===== src/rtl/prio_pkg.sv =====
package prio_pkg;

   // implementation choices for one encoder slice
   localparam int unsigned STYLE_SCAN = 0;
   localparam int unsigned STYLE_SOP  = 1;

   // smallest index width that can name w items, never below 1
   function automatic int unsigned idx_bits(input int unsigned w);
      return (w <= 1) ? 1 : $clog2(w);
   endfunction

   // true when w is a power of two and at least 1
   function automatic bit is_pow2(input int unsigned w);
      return (w != 0) && ((w & (w - 1)) == 0);
   endfunction

endpackage


===== src/rtl/prio_slice.sv =====
module prio_slice #(
   parameter int unsigned IN_W  = 8,
   parameter int unsigned STYLE = prio_pkg::STYLE_SCAN
) (
   input  logic [IN_W-1:0]                     req_n,
   input  logic                                ei_n,
   output logic [prio_pkg::idx_bits(IN_W)-1:0] code_n,
   output logic                                gs_n,
   output logic                                eo_n
);
   localparam int unsigned IW = prio_pkg::idx_bits(IN_W);

   logic          any_req;
   logic          enabled;
   logic [IW-1:0] win_idx;

   assign enabled = ~ei_n;
   assign any_req = ~(&req_n);

   generate
      if (STYLE == prio_pkg::STYLE_SCAN) begin : g_scan
         // later (higher) lines overwrite earlier ones
         always_comb begin
            win_idx = '0;
            for (int i = 0; i < IN_W; i++) begin
               if (!req_n[i]) win_idx = IW'(i);
            end
         end
      end else begin : g_sop
         // lead[n]: line n asserted and every line above it idle
         logic [IN_W:0]   idle_above;
         logic [IN_W-1:0] lead;
         assign idle_above[IN_W] = 1'b1;
         for (genvar n = IN_W - 1; n >= 0; n--) begin : g_lead
            assign lead[n]          = ~req_n[n] & idle_above[n+1];
            assign idle_above[n]    = idle_above[n+1] & req_n[n];
         end
         for (genvar b = 0; b < IW; b++) begin : g_bit
            logic [IN_W-1:0] sel;
            for (genvar n = 0; n < IN_W; n++) begin : g_sel
               assign sel[n] = lead[n] & ((n >> b) & 1);
            end
            assign win_idx[b] = |sel;
         end
      end
   endgenerate

   assign code_n = (enabled && any_req) ? ~win_idx : '1;
   assign gs_n   = ~(enabled & any_req);
   assign eo_n   = ~(enabled & ~any_req);

endmodule


===== src/rtl/prio_merge.sv =====
module prio_merge #(
   parameter int unsigned SLICES = 2,
   parameter int unsigned SW     = 3
) (
   input  logic [SLICES*SW-1:0]               slice_code_n,
   input  logic [SLICES-1:0]                  slice_gs_n,
   output logic [SW+$clog2(SLICES)-1:0]       code_n,
   output logic                               grp_n
);
   localparam int unsigned UW = $clog2(SLICES);

   // idle slices drive all ones, so AND keeps only the winner's code
   always_comb begin
      code_n[SW-1:0] = '1;
      for (int s = 0; s < SLICES; s++) begin
         code_n[SW-1:0] &= slice_code_n[s*SW +: SW];
      end
   end

   assign grp_n = &slice_gs_n;

   generate
      if (UW > 0) begin : g_upper
         // upper bit b low when the winning slice index has bit b set
         for (genvar b = 0; b < UW; b++) begin : g_ub
            logic [SLICES-1:0] pick;
            for (genvar s = 0; s < SLICES; s++) begin : g_pk
               assign pick[s] = ((s >> b) & 1) ? slice_gs_n[s] : 1'b1;
            end
            assign code_n[SW+b] = &pick;
         end
      end
   endgenerate

endmodule


===== src/rtl/prio_chain.sv =====
module prio_chain #(
   parameter int unsigned SLICE_W = 8,
   parameter int unsigned SLICES  = 2,
   parameter int unsigned STYLE   = prio_pkg::STYLE_SOP
) (
   input  logic [SLICE_W*SLICES-1:0]                 req_n,
   input  logic                                      en_in_n,
   output logic [$clog2(SLICE_W)+$clog2(SLICES)-1:0] code_n,
   output logic                                      grp_n,
   output logic                                      en_out_n
);
   localparam int unsigned SW = prio_pkg::idx_bits(SLICE_W);

   generate
      if (!prio_pkg::is_pow2(SLICE_W) || SLICE_W < 2) begin : g_bad_w
         $error("prio_chain: SLICE_W must be a power of two >= 2");
      end
      if (!prio_pkg::is_pow2(SLICES)) begin : g_bad_s
         $error("prio_chain: SLICES must be a power of two");
      end
      if (STYLE > prio_pkg::STYLE_SOP) begin : g_bad_style
         $error("prio_chain: unknown STYLE");
      end
   endgenerate

   logic [SLICES:0]       en_chain_n;
   logic [SLICES*SW-1:0]  s_code_n;
   logic [SLICES-1:0]     s_gs_n;

   assign en_chain_n[SLICES] = en_in_n;

   generate
      for (genvar s = 0; s < SLICES; s++) begin : g_slice
         prio_slice #(
            .IN_W  (SLICE_W),
            .STYLE (STYLE)
         ) u_slice (
            .req_n  (req_n[s*SLICE_W +: SLICE_W]),
            .ei_n   (en_chain_n[s+1]),
            .code_n (s_code_n[s*SW +: SW]),
            .gs_n   (s_gs_n[s]),
            .eo_n   (en_chain_n[s])
         );
      end
   endgenerate

   prio_merge #(
      .SLICES (SLICES),
      .SW     (SW)
   ) u_merge (
      .slice_code_n (s_code_n),
      .slice_gs_n   (s_gs_n),
      .code_n       (code_n),
      .grp_n        (grp_n)
   );

   assign en_out_n = en_chain_n[0];

endmodule


===== config.mk =====
export PLATFORM = sky130hd
export DESIGN_NAME = prio_chain
export DESIGN_NICKNAME = d
export VERILOG_FILES = /design/src/rtl/prio_pkg.sv /design/src/rtl/prio_slice.sv /design/src/rtl/prio_merge.sv /design/src/rtl/prio_chain.sv
export SDC_FILE = /design/constraint.sdc
export NUM_CORES = 1
export LEC_CHECK = 0
export ABC_CLOCK_PERIOD_IN_PS = 1550
export BUFFER_PORTS_ARGS = -buffer_cell sky130_fd_sc_hd__buf_2
export CORE_AREA = 2 2 39 41
export DETAILED_ROUTE_END_ITERATION = 8
export DIE_AREA = 0 0 41 43
export GPL_TIMING_DRIVEN = 1
export PLACE_DENSITY_LB_ADDON = 0.12
export SETUP_SLACK_MARGIN = 0.4
export SLEW_MARGIN = 20
export SYNTH_ARGS = -nofsm -noshare
export SYNTH_HDL_FRONTEND = slang
export SYNTH_SLANG_ARGS = --single-unit

===== constraint.sdc =====
create_clock -name vclk -period 1.55
set_input_delay 0 -clock vclk [all_inputs]
set_output_delay 0 -clock vclk [all_outputs]
set_load 0.005 [all_outputs]

Word level (Yosys, flattened, before mapping):

Cells that the tools add are included.

* multiplexer cells: 2
* bitwise logic cells: 49
* reduce and logical (&&, ||, !) cells: 11

Operator list (count)
* bitwise AND 1 bit: 26
* OR reduction 4 bit: 6
* NOT 1 bit: 20
* AND reduction 8 bit: 2
* two-way mux 3 bit: 2
* NOT 3 bit: 2
* bitwise AND 3 bit: 1
* logical AND 1 bit: 2
* AND reduction 2 bit: 1

* register bits after elaboration: 0
* output and inout bits: 6

Longest topological paths before layout:

Gate-level depths: netlist of run 1.

* word-level depth: 10
* depth in mapped cells: 4
* gate-level depth less buffers: 4

By module:

From an unflattened synthesis of run 1, not the netlist that was laid out.

* cells, all modules: 31
* area total of the unflattened synthesis: 212.7 µm²

Modules (own cells, without submodules)
* prio_slice: instances 2, cells an instance 13, area each 90.1 µm², seq. area each 0.0 µm²
* prio_merge: instances 1, cells an instance 5, area each 32.5 µm², seq. area each 0.0 µm²

Worst setup path after synthesis of run 1:

No wires, ideal clock.

* path type: in2out
* from: input req_n[15]
* to: output code_n[1]
* arrival: 691 ps
* slack: 859 ps
* stages on the path: 4
* buffers on the path: 0
* cells stage by stage: nand4_2 -> nor3_2 -> o21ai_1 -> a41o_1

* cells in the longest elaborated chain, start to end: 9
* elaborated cells on any way between the ends: 18
* those cells by class: mux: 2; bitwise: 12; reduce/logical: 4

RTL lines
* from (decl): line prio_chain.sv:6 `input logic [SLICE_W*SLICES-1:0] req_n,`
* bitwise AND 1 bit (4 in a row): line prio_slice.sv:36 `assign idle_above[n] = idle_above[n+1] & req_n[n];`
* bitwise AND 1 bit: line prio_slice.sv:35 `assign lead[n] = ~req_n[n] & idle_above[n+1];`
* OR reduction 4 bit: line prio_slice.sv:43 `assign win_idx[b] = |sel;`
* NOT 3 bit: line prio_slice.sv:48 `assign code_n = (enabled && any_req) ? ~win_idx : '1;`
* two-way mux 3 bit: line prio_slice.sv:48
* bitwise AND 3 bit (*): line prio_merge.sv:16 `code_n[SW-1:0] &= slice_code_n[s*SW +: SW];`
* to (decl): line prio_chain.sv:8 `output logic [$clog2(SLICE_W)+$clog2(SLICES)-1:0] code_n,`

Every way passes the cells marked *; elsewhere a longest branch is shown, timed or not.

Final worst setup path of run 1:

Ends and elaborated chain as after synthesis.

==> run metrics, run 1 <==
Core ar. 1380 um^2; IO buf count 23; Starting Density 0.127; final WL 649 um; combinational power share 1.000; slowest CP cell nor3_2; Post-synth top cells nand2_1, inv_1; HP Class primary input to output pin; Register Area 0 um^2; HP Start en_in_n; crit-path cells buf_2 -> nand4_2 -> nor3_2 -> o21ai_1 -> a41o_1 -> buf_2; Gate Count Post-Synth 30; first-pass GRT wire length 952 um; overall power 59.4 uW; worst path bufs/invs 2; vias in the first global route between 200 and 250; clock power share 0; synth warn 0; top-count cell post-synth nand2_1; post-CTS setup buffers 0; Synth area leaders nand2_1, a31oi_1, nand4_1; drt drc 0; initial DRC count 1; status complete, no violations; row cnt 14; syn avg cell area 5.88 um^2; hold path endpoint code_n[2]; share of cells above drive strength 1 0.500; largest net degree at the start of global routing 6; post-synth design cell area 176 um^2; biggest area consumer among synthesized cells nand2_1; Top delay family on crit path simple AND/OR/NAND/NOR gates; hold_buf cts 0; routed len/inst 9.54 um; vias per cell around 4.4; Leakage 0.157 nW; CP required approximately 1600 ps; Critical Path Fanout Max 5; Yosys top cell area share 0.106; Detail Placement HPWL 586 um; Fin. Hold Viols 0; Critical Path AT 1030 ps; clkbuf count 0; Most Frequent Cell on Critical Path buf_2; Resized cells post-CTS 0; P_sw 28.3 uW; initial antenna violation count 0; Max Slew Vio Count 0; GR Util All Layers 0.0699; distinct cell type count after synthesis 20; GPL Wtd Cong roughly 0.62; Slew @ Worst Pin 312 ps; maximum vdd drop 0.0673 mV; max capacitance violation total 0; Worst Hold Depth 3; Detailed Routing Iterations Pass 1 3; worst slack, placed 518 ps; final core occ 0.220; fillers 172; # IOs 23; n_diodes 0; Seq/Total Area, Yosys 0; sequential share of power 0; syn nets 47; WS Path Type primary input to output pin; final setup violation count 0; setup ws final about 520 ps; via count 299; post-route ant nets 0; unrepaired setup endpoints after global routing false; Fmax achieved 0.970 GHz; total die area 1760 um^2; GRT overflow 0; startpoint types primary input; PD cells 195 nW/um^2; Final period util 0.665; Worst Setup End Kind output pin; Die H 43 um; Area growth, synth to finish 72.3%; sequential cells 0; CP max stage delay 300 ps; Pint between 30 and 40 uW; switching part of the total 0.476; Layout Nets 71; max_slew headroom 0.790; DIE WIDTH between 40 and 50 um; Period minus WS final 1030 ps; Sum Neg Setup Slack 0 ps
worst min-delay path, cell delays in order:
cell and delay [ps]:
buf_2 120, or2_1 100, buf_2 100
cell type report:
class / instances / area (um^2) / area share
tap: 16 / 20.0 / 0.0658
inverter: 3 / 11.3 / 0.0370
multi-input combinational: 26 / 158 / 0.519
timing repair buffer: 23 / 115 / 0.379
metrics by stage:
| step | cells | hold slack [ps] | instance area [um^2] |
|---|---|---|---|
| after global routing | 68 | 344 | 304 |
| after detailed placement | 68 | 319 | 304 |
| final | 68 | 315 | 304 |
| after CTS | 68 | 321 | 304 |
| after floorplan | 30 | 82.9 | 176 |
| after global placement | 68 | 323 | 304 |
per-layer routing:
layer,vias up,routed length (um),track usage
li1,155,-,-
met1,126,315,0.111
met2,18,261,0.109
met3,0,72,0
met4,0,0,0
met5,-,0,0
power groups by stage:
stage / logic [mW] / clock network, mW / registers (mW)
after floorplan: 0.0230 / 0 / 0
after global placement: 0.0613 / 0 / 0
after detailed placement: 0.0598 / 0 / 0
after CTS: 0.0602 / 0 / 0
after global routing: 0.0673 / 0 / 0
final: 0.0594 / 0 / 0
how the worst max path moves through the flow:
stage	start	to	cells past startpoint
after floorplan	req_n[15]	code_n[1]	4
after global placement	req_n[15]	code_n[0]	6
after detailed placement	req_n[15]	code_n[1]	6
after CTS	req_n[15]	code_n[1]	6
after global routing	req_n[15]	code_n[1]	6
final	req_n[15]	code_n[1]	6
kinds of logic after synthesis:
| kind of cell | synth area share |
|---|---|
| buf+inv | 0.106 |
| simple gates | 0.603 |
| compound gates | 0.291 |
cell usage in the layout, fill, tap and decap left out:
master and count:
a21oi_1 1, a31oi_1 2, a41o_1 1, and3_1 1, buf_2 23, inv_1 3, nand2_1 5, nand2b_1 1
nand3_1 1, nand4_1 2, nand4_2 1, nor2_1 1, nor2b_1 2, nor3_2 1, o21ai_0 2, o21ai_1 1
o311ai_0 1, or2_1 1, or2_2 1, or3_1 1
Note: power is estimated with default switching activity, not from simulation.
==> run 2: changes to the inputs <==
- ABC_AREA: unset -> 1
- ABC_CLOCK_PERIOD_IN_PS: 1550 -> 1000
- clock period: 1.55 -> 1 ns (I/O delays scaled with it)
==> run metrics, run 2 <==
status complete, no violations; final WL 781 um (+20%); share of cells above drive strength 1 0.600 (+0.100); initial DRC count 2 (+1); post-route cell area 543 um^2 (+79%); Critical Path Fanout Max 5 (unchanged); post-synth design cell area 243 um^2 (+38%); maximum vdd drop 0.127 mV (+88%); Max Slew Vio Count 0 (unchanged); syn avg cell area 4.85 um^2 (-17%); via count 390 (+30%); Starting Density 0.175 (+0.0479); Gate Count Post-Synth 50 (+67%); startpoint types primary input; max_slew headroom 0.875 (+0.0849); n_diodes 0 (unchanged); clkbuf count 0 (unchanged); HP Class primary input to output pin; Worst Setup End Kind output pin; overall power 175 uW (+190%); Core ar. 1380 um^2 (unchanged); Fmax achieved 1.32 GHz; WS Path Type primary input to output pin; max capacitance violation total 0 (unchanged); Seq/Total Area, Yosys 0 (unchanged); distinct cell type count after synthesis 15 (-25%); vias in the first global route 292 (+18%); syn nets 67 (+43%); post-route ant nets 0 (unchanged); CP required 1000 ps (-550 ps); sequential cells 0 (unchanged); Fin. Hold Viols 0 (unchanged); DIE WIDTH 41 um (unchanged); # IOs 23 (unchanged); GR Util All Layers 0.0829 (+0.0130); most common cell after layout, fill and taps aside buf_2; biggest area consumer among synthesized cells nand2_1; GRT overflow 0 (unchanged); Synth area leaders nand2_1, inv_1, nor2_1; Register Area 0 um^2 (unchanged); Slew @ Worst Pin 188 ps (-124 ps); Die H 43 um (unchanged); synth warn 0 (unchanged); first-pass GRT wire length 1.08 mm (+14%); Final period util 0.755; total die area 1760 um^2 (unchanged); IO buf count 23 (unchanged); fillers 152 (-12%); most frequent cells in the layout buf_2, inv_1, buf_6; Critical Path AT 760 ps (-270 ps); Layout Nets 94 (+32%); final setup violation count 0 (unchanged); initial antenna violation count 0 (unchanged); GPL Wtd Cong 0.616 (-0.18%); Area growth, synth to finish 124%; Detailed Routing Iterations Pass 1 3 (unchanged); vias per cell 4.29 (-2.5%); Yosys top cell area share 0.201 (+0.0946); row cnt 14 (unchanged); Placed Area 370 um^2 (+22%); PD cells 322 nW/um^2 (+65%); Post-synth top cells nand2_1, inv_1, nor2_1; Sum Neg Setup Slack 0 ps (unchanged); unrepaired setup endpoints after global routing true; top-count cell post-synth nand2_1; routed len/inst 8.58 um (-10%); Leakage 0.290 nW (+84%); drt drc 0 (unchanged); Period minus WS final 755 ps; largest net degree at the start of global routing 7 (+1)
==> run 2: cell types whose count changed after synthesis, sizes merged, moves of 2 or more <==
| cell | change |
|---|---|
| nor2b | -2 |
| or2 | -2 |
| nor2 | +8 |
| nand3 | +4 |
| inv | +9 |
| nand2 | +11 |
==> run 2: final cells by class <==
class | count | area (um^2) | share of cell area
inverter | 12 | 45.0 | 0.0829
multi-input combinational | 37 | 258 | 0.475
timing repair buffer | 26 | 220 | 0.406
tap | 16 | 20.0 | 0.0369
==> run 2: repair_timing <==
action                                  CTS  global route
pin swaps                                12             9
buffers inserted                          0             3
endpoints found under the setup margin    6             6
resized for setup                        25            10
hold buffers                              0             0
hold endpoints to repair                  0             0
==> run 2: worst max-delay path, cell delays in order <==
cell and delay, ps:
buf_8 80, nand2_4 50, nor2_4 160, nand3_2 110, nor2_4 110, nand2_1 60
nand2_1 50, inv_1 30, buf_2 110
==> run 2: stage by stage <==
stage	worst slack, ps	util	std cells	hold WS, ps
floorplan	427	-	50	137
global placement	150	0.268	88	335
detailed placement	162	0.268	88	321
CTS	193	0.346	88	325
global route	149	0.392	91	384
finish	245	0.392	91	354
==> run 2: layer usage <==
metal	GRT usage	vias up	share of wire
li1	-	204	-
met3	0	0	0.051
met4	0	0	0
met2	0.147	11	0.56
met1	0.114	175	0.39
met5	0	-	0
==> run 2: worst paths after layout <==
kind	from	to	slack, ps	cells after the start
worst max-delay path	req_n[15]	code_n[0]	240	9
worst min-delay path	en_in_n	code_n[2]	350	4
==> run 2: logic make-up (layout without fill, tap and decap cells) <==
group | Yosys count | count (layout) | share of synthesized area
AND/OR/NAND/NOR | 32 | 32 | 0.665
buffers and inverters | 13 | 38 | 0.216
AO/OA/AOI/OAI | 5 | 5 | 0.119
==> run 2: power breakdown <==
part,internal (mW),switching (mW)
Clock,0,0
Combinational,0.0979,0.0771
Sequential,0,0
Total,0.0979,0.0771
==> run 3: changes to the inputs <==
- ABC_AREA: 1 -> 0
- ABC_CLOCK_PERIOD_IN_PS: 1000 -> 800
- clock period: 1 -> 0.8 ns (I/O delays scaled with it)
==> run metrics, run 3 (synthesis gave the netlist of run 1 again) <==
slowest CP cell or3_1; # IOs 23 (unchanged); Critical Path AT 920 ps (+160 ps); Period minus WS final just over 900 ps; routed len/inst 8.91 um (+3.8%); clkbuf count 0 (unchanged); Worst Hold Slack 325 ps (-29.2 ps); DIE WIDTH 41 um (unchanged); initial antenna violation count 0 (unchanged); HP Start en_in_n; Critical Path Source req_n[12]; Detail Placement HPWL 628 um; Placed Area 402 um^2 (+8.4%); Sum Neg Setup Slack -397 ps (-397 ps); share of cells above drive strength 1 0.609 (+0.00938); met2 Usage GRT 0.134 (-0.0125); Die H 43 um (unchanged); Area growth, synth to finish 154%; Critical Path Fanout Max 3 (-2); final core occ 0.324 (-0.0687); vias per cell 4.16 (-2.9%); Leakage 0.243 nW (-16%); Fin. Hold Viols 0 (unchanged); vias in the first global route 298 (+2.1%); crit-path cells buf_8 -> nand4_4 -> or3_1 -> a31oi_1 -> a31oi_1 -> buf_2; drt drc 0 (unchanged); final WL 713 um (-8.7%); Detailed Routing Iterations Pass 1 2 (-1); final setup violation count 5 (+5); setup ws final -120 ps (-365 ps); Fmax achieved 1.09 GHz; WS Path Type primary input to output pin; CP required 800 ps (-200 ps); GRT overflow 0 (unchanged); most frequent cells in the layout buf_2, buf_4, nand2_1; post-route ant nets 0 (unchanged); Register Area 0 um^2 (unchanged); sequential cells 0 (unchanged); max_slew headroom 0.784 (-0.0903); Worst Setup End Kind output pin; Starting Density 0.127 (-0.0479); status complete, but fails checks; Layout Nets 83 (-12%); startpoint types primary input; row cnt 14 (unchanged); Final period util 1.15; Most Frequent Cell on Critical Path a31oi_1; IO buf count 23 (unchanged); largest net degree at the start of global routing 6 (-1); gr busiest metal met2; Top delay family on crit path simple AND/OR/NAND/NOR gates; met1 Usage GRT 0.111 (-0.00316); HP Class primary input to output pin; unrepaired setup endpoints after global routing true; Core ar. 1380 um^2 (unchanged); worst slack, placed -208 ps (-369 ps); initial DRC count 2 (unchanged); post-route cell area 448 um^2 (-18%); via count 333 (-15%); GR Util All Layers 0.0779 (-0.00500); CP max stage delay 380 ps (+220 ps); worst path bufs/invs 2 (-1); n_diodes 0 (unchanged); GPL Wtd Cong 0.600 (-2.6%); violated checks negative setup slack; total die area 1760 um^2 (unchanged); maximum vdd drop 0.125 mV (-1.5%); max capacitance violation total 0 (unchanged); M3 GR Usage 0 (unchanged); most common cell after layout, fill and taps aside buf_2; PD cells 377 nW/um^2 (+17%); first-pass GRT wire length 1.06 mm (-1.9%); Slew @ Worst Pin 320 ps (+132 ps); Max Slew Vio Count 0 (unchanged)
-- run 3: cell types whose count changed in the layout (fill, tap and decap cells not counted), moves of 2 or more --
cell,delta
nand3_1,-3
nand2_2,-3
nand2_4,-6
buf_4,+9
buf_2,+7
inv_1,-6
nand2_1,-2
buf_8,-2
nor2_1,-2
nor2b_1,+2
buf_6,-5
inv_2,-3
nor2_4,-5
-- run 3: area by class of cell --
cell class         count  area (um^2)
well taps             16         20.0
inverters              3         11.3
multi-input cells     26          180
fillers              159          936
repair buffers        35          236
-- run 3: per-stage QoR --
stage	std cells	total power [mW]
final	80	0.169
after global routing	80	0.186
after CTS	80	0.172
after detailed placement	78	0.155
after global placement	78	0.157
after floorplan	30	0.0496
-- run 3: worst min-delay path, stage by stage --
cell   delay [ps]
buf_2         120
or2_1         100
buf_2         100
-- run 3: worst paths after layout --
| check | to | slack (ps) | depth (start not counted) |
|---|---|---|---|
| setup / recovery | code_n[0] | -120 | 6 |
| hold / removal | code_n[2] | 320 | 3 |
-- run 3: routing by layer --
layer	vias to the layer above	wire length (um)
li1	178	-
met3	0	65
met4	0	0
met5	-	0
met1	138	330
met2	17	317
-- run 3: timing repair --
item                                    in CTS  in global routing
resized for setup                            8                  0
pin swaps                                    5                  2
buffers inserted                             2                  0
endpoints found under the setup margin       6                  6
hold buffers                                 0                  0
-- run 3: power breakdown --
group / internal (mW) / switching, mW
logic: 0.101 / 0.0678
registers: 0 / 0
clock network: 0 / 0
total: 0.101 / 0.0678
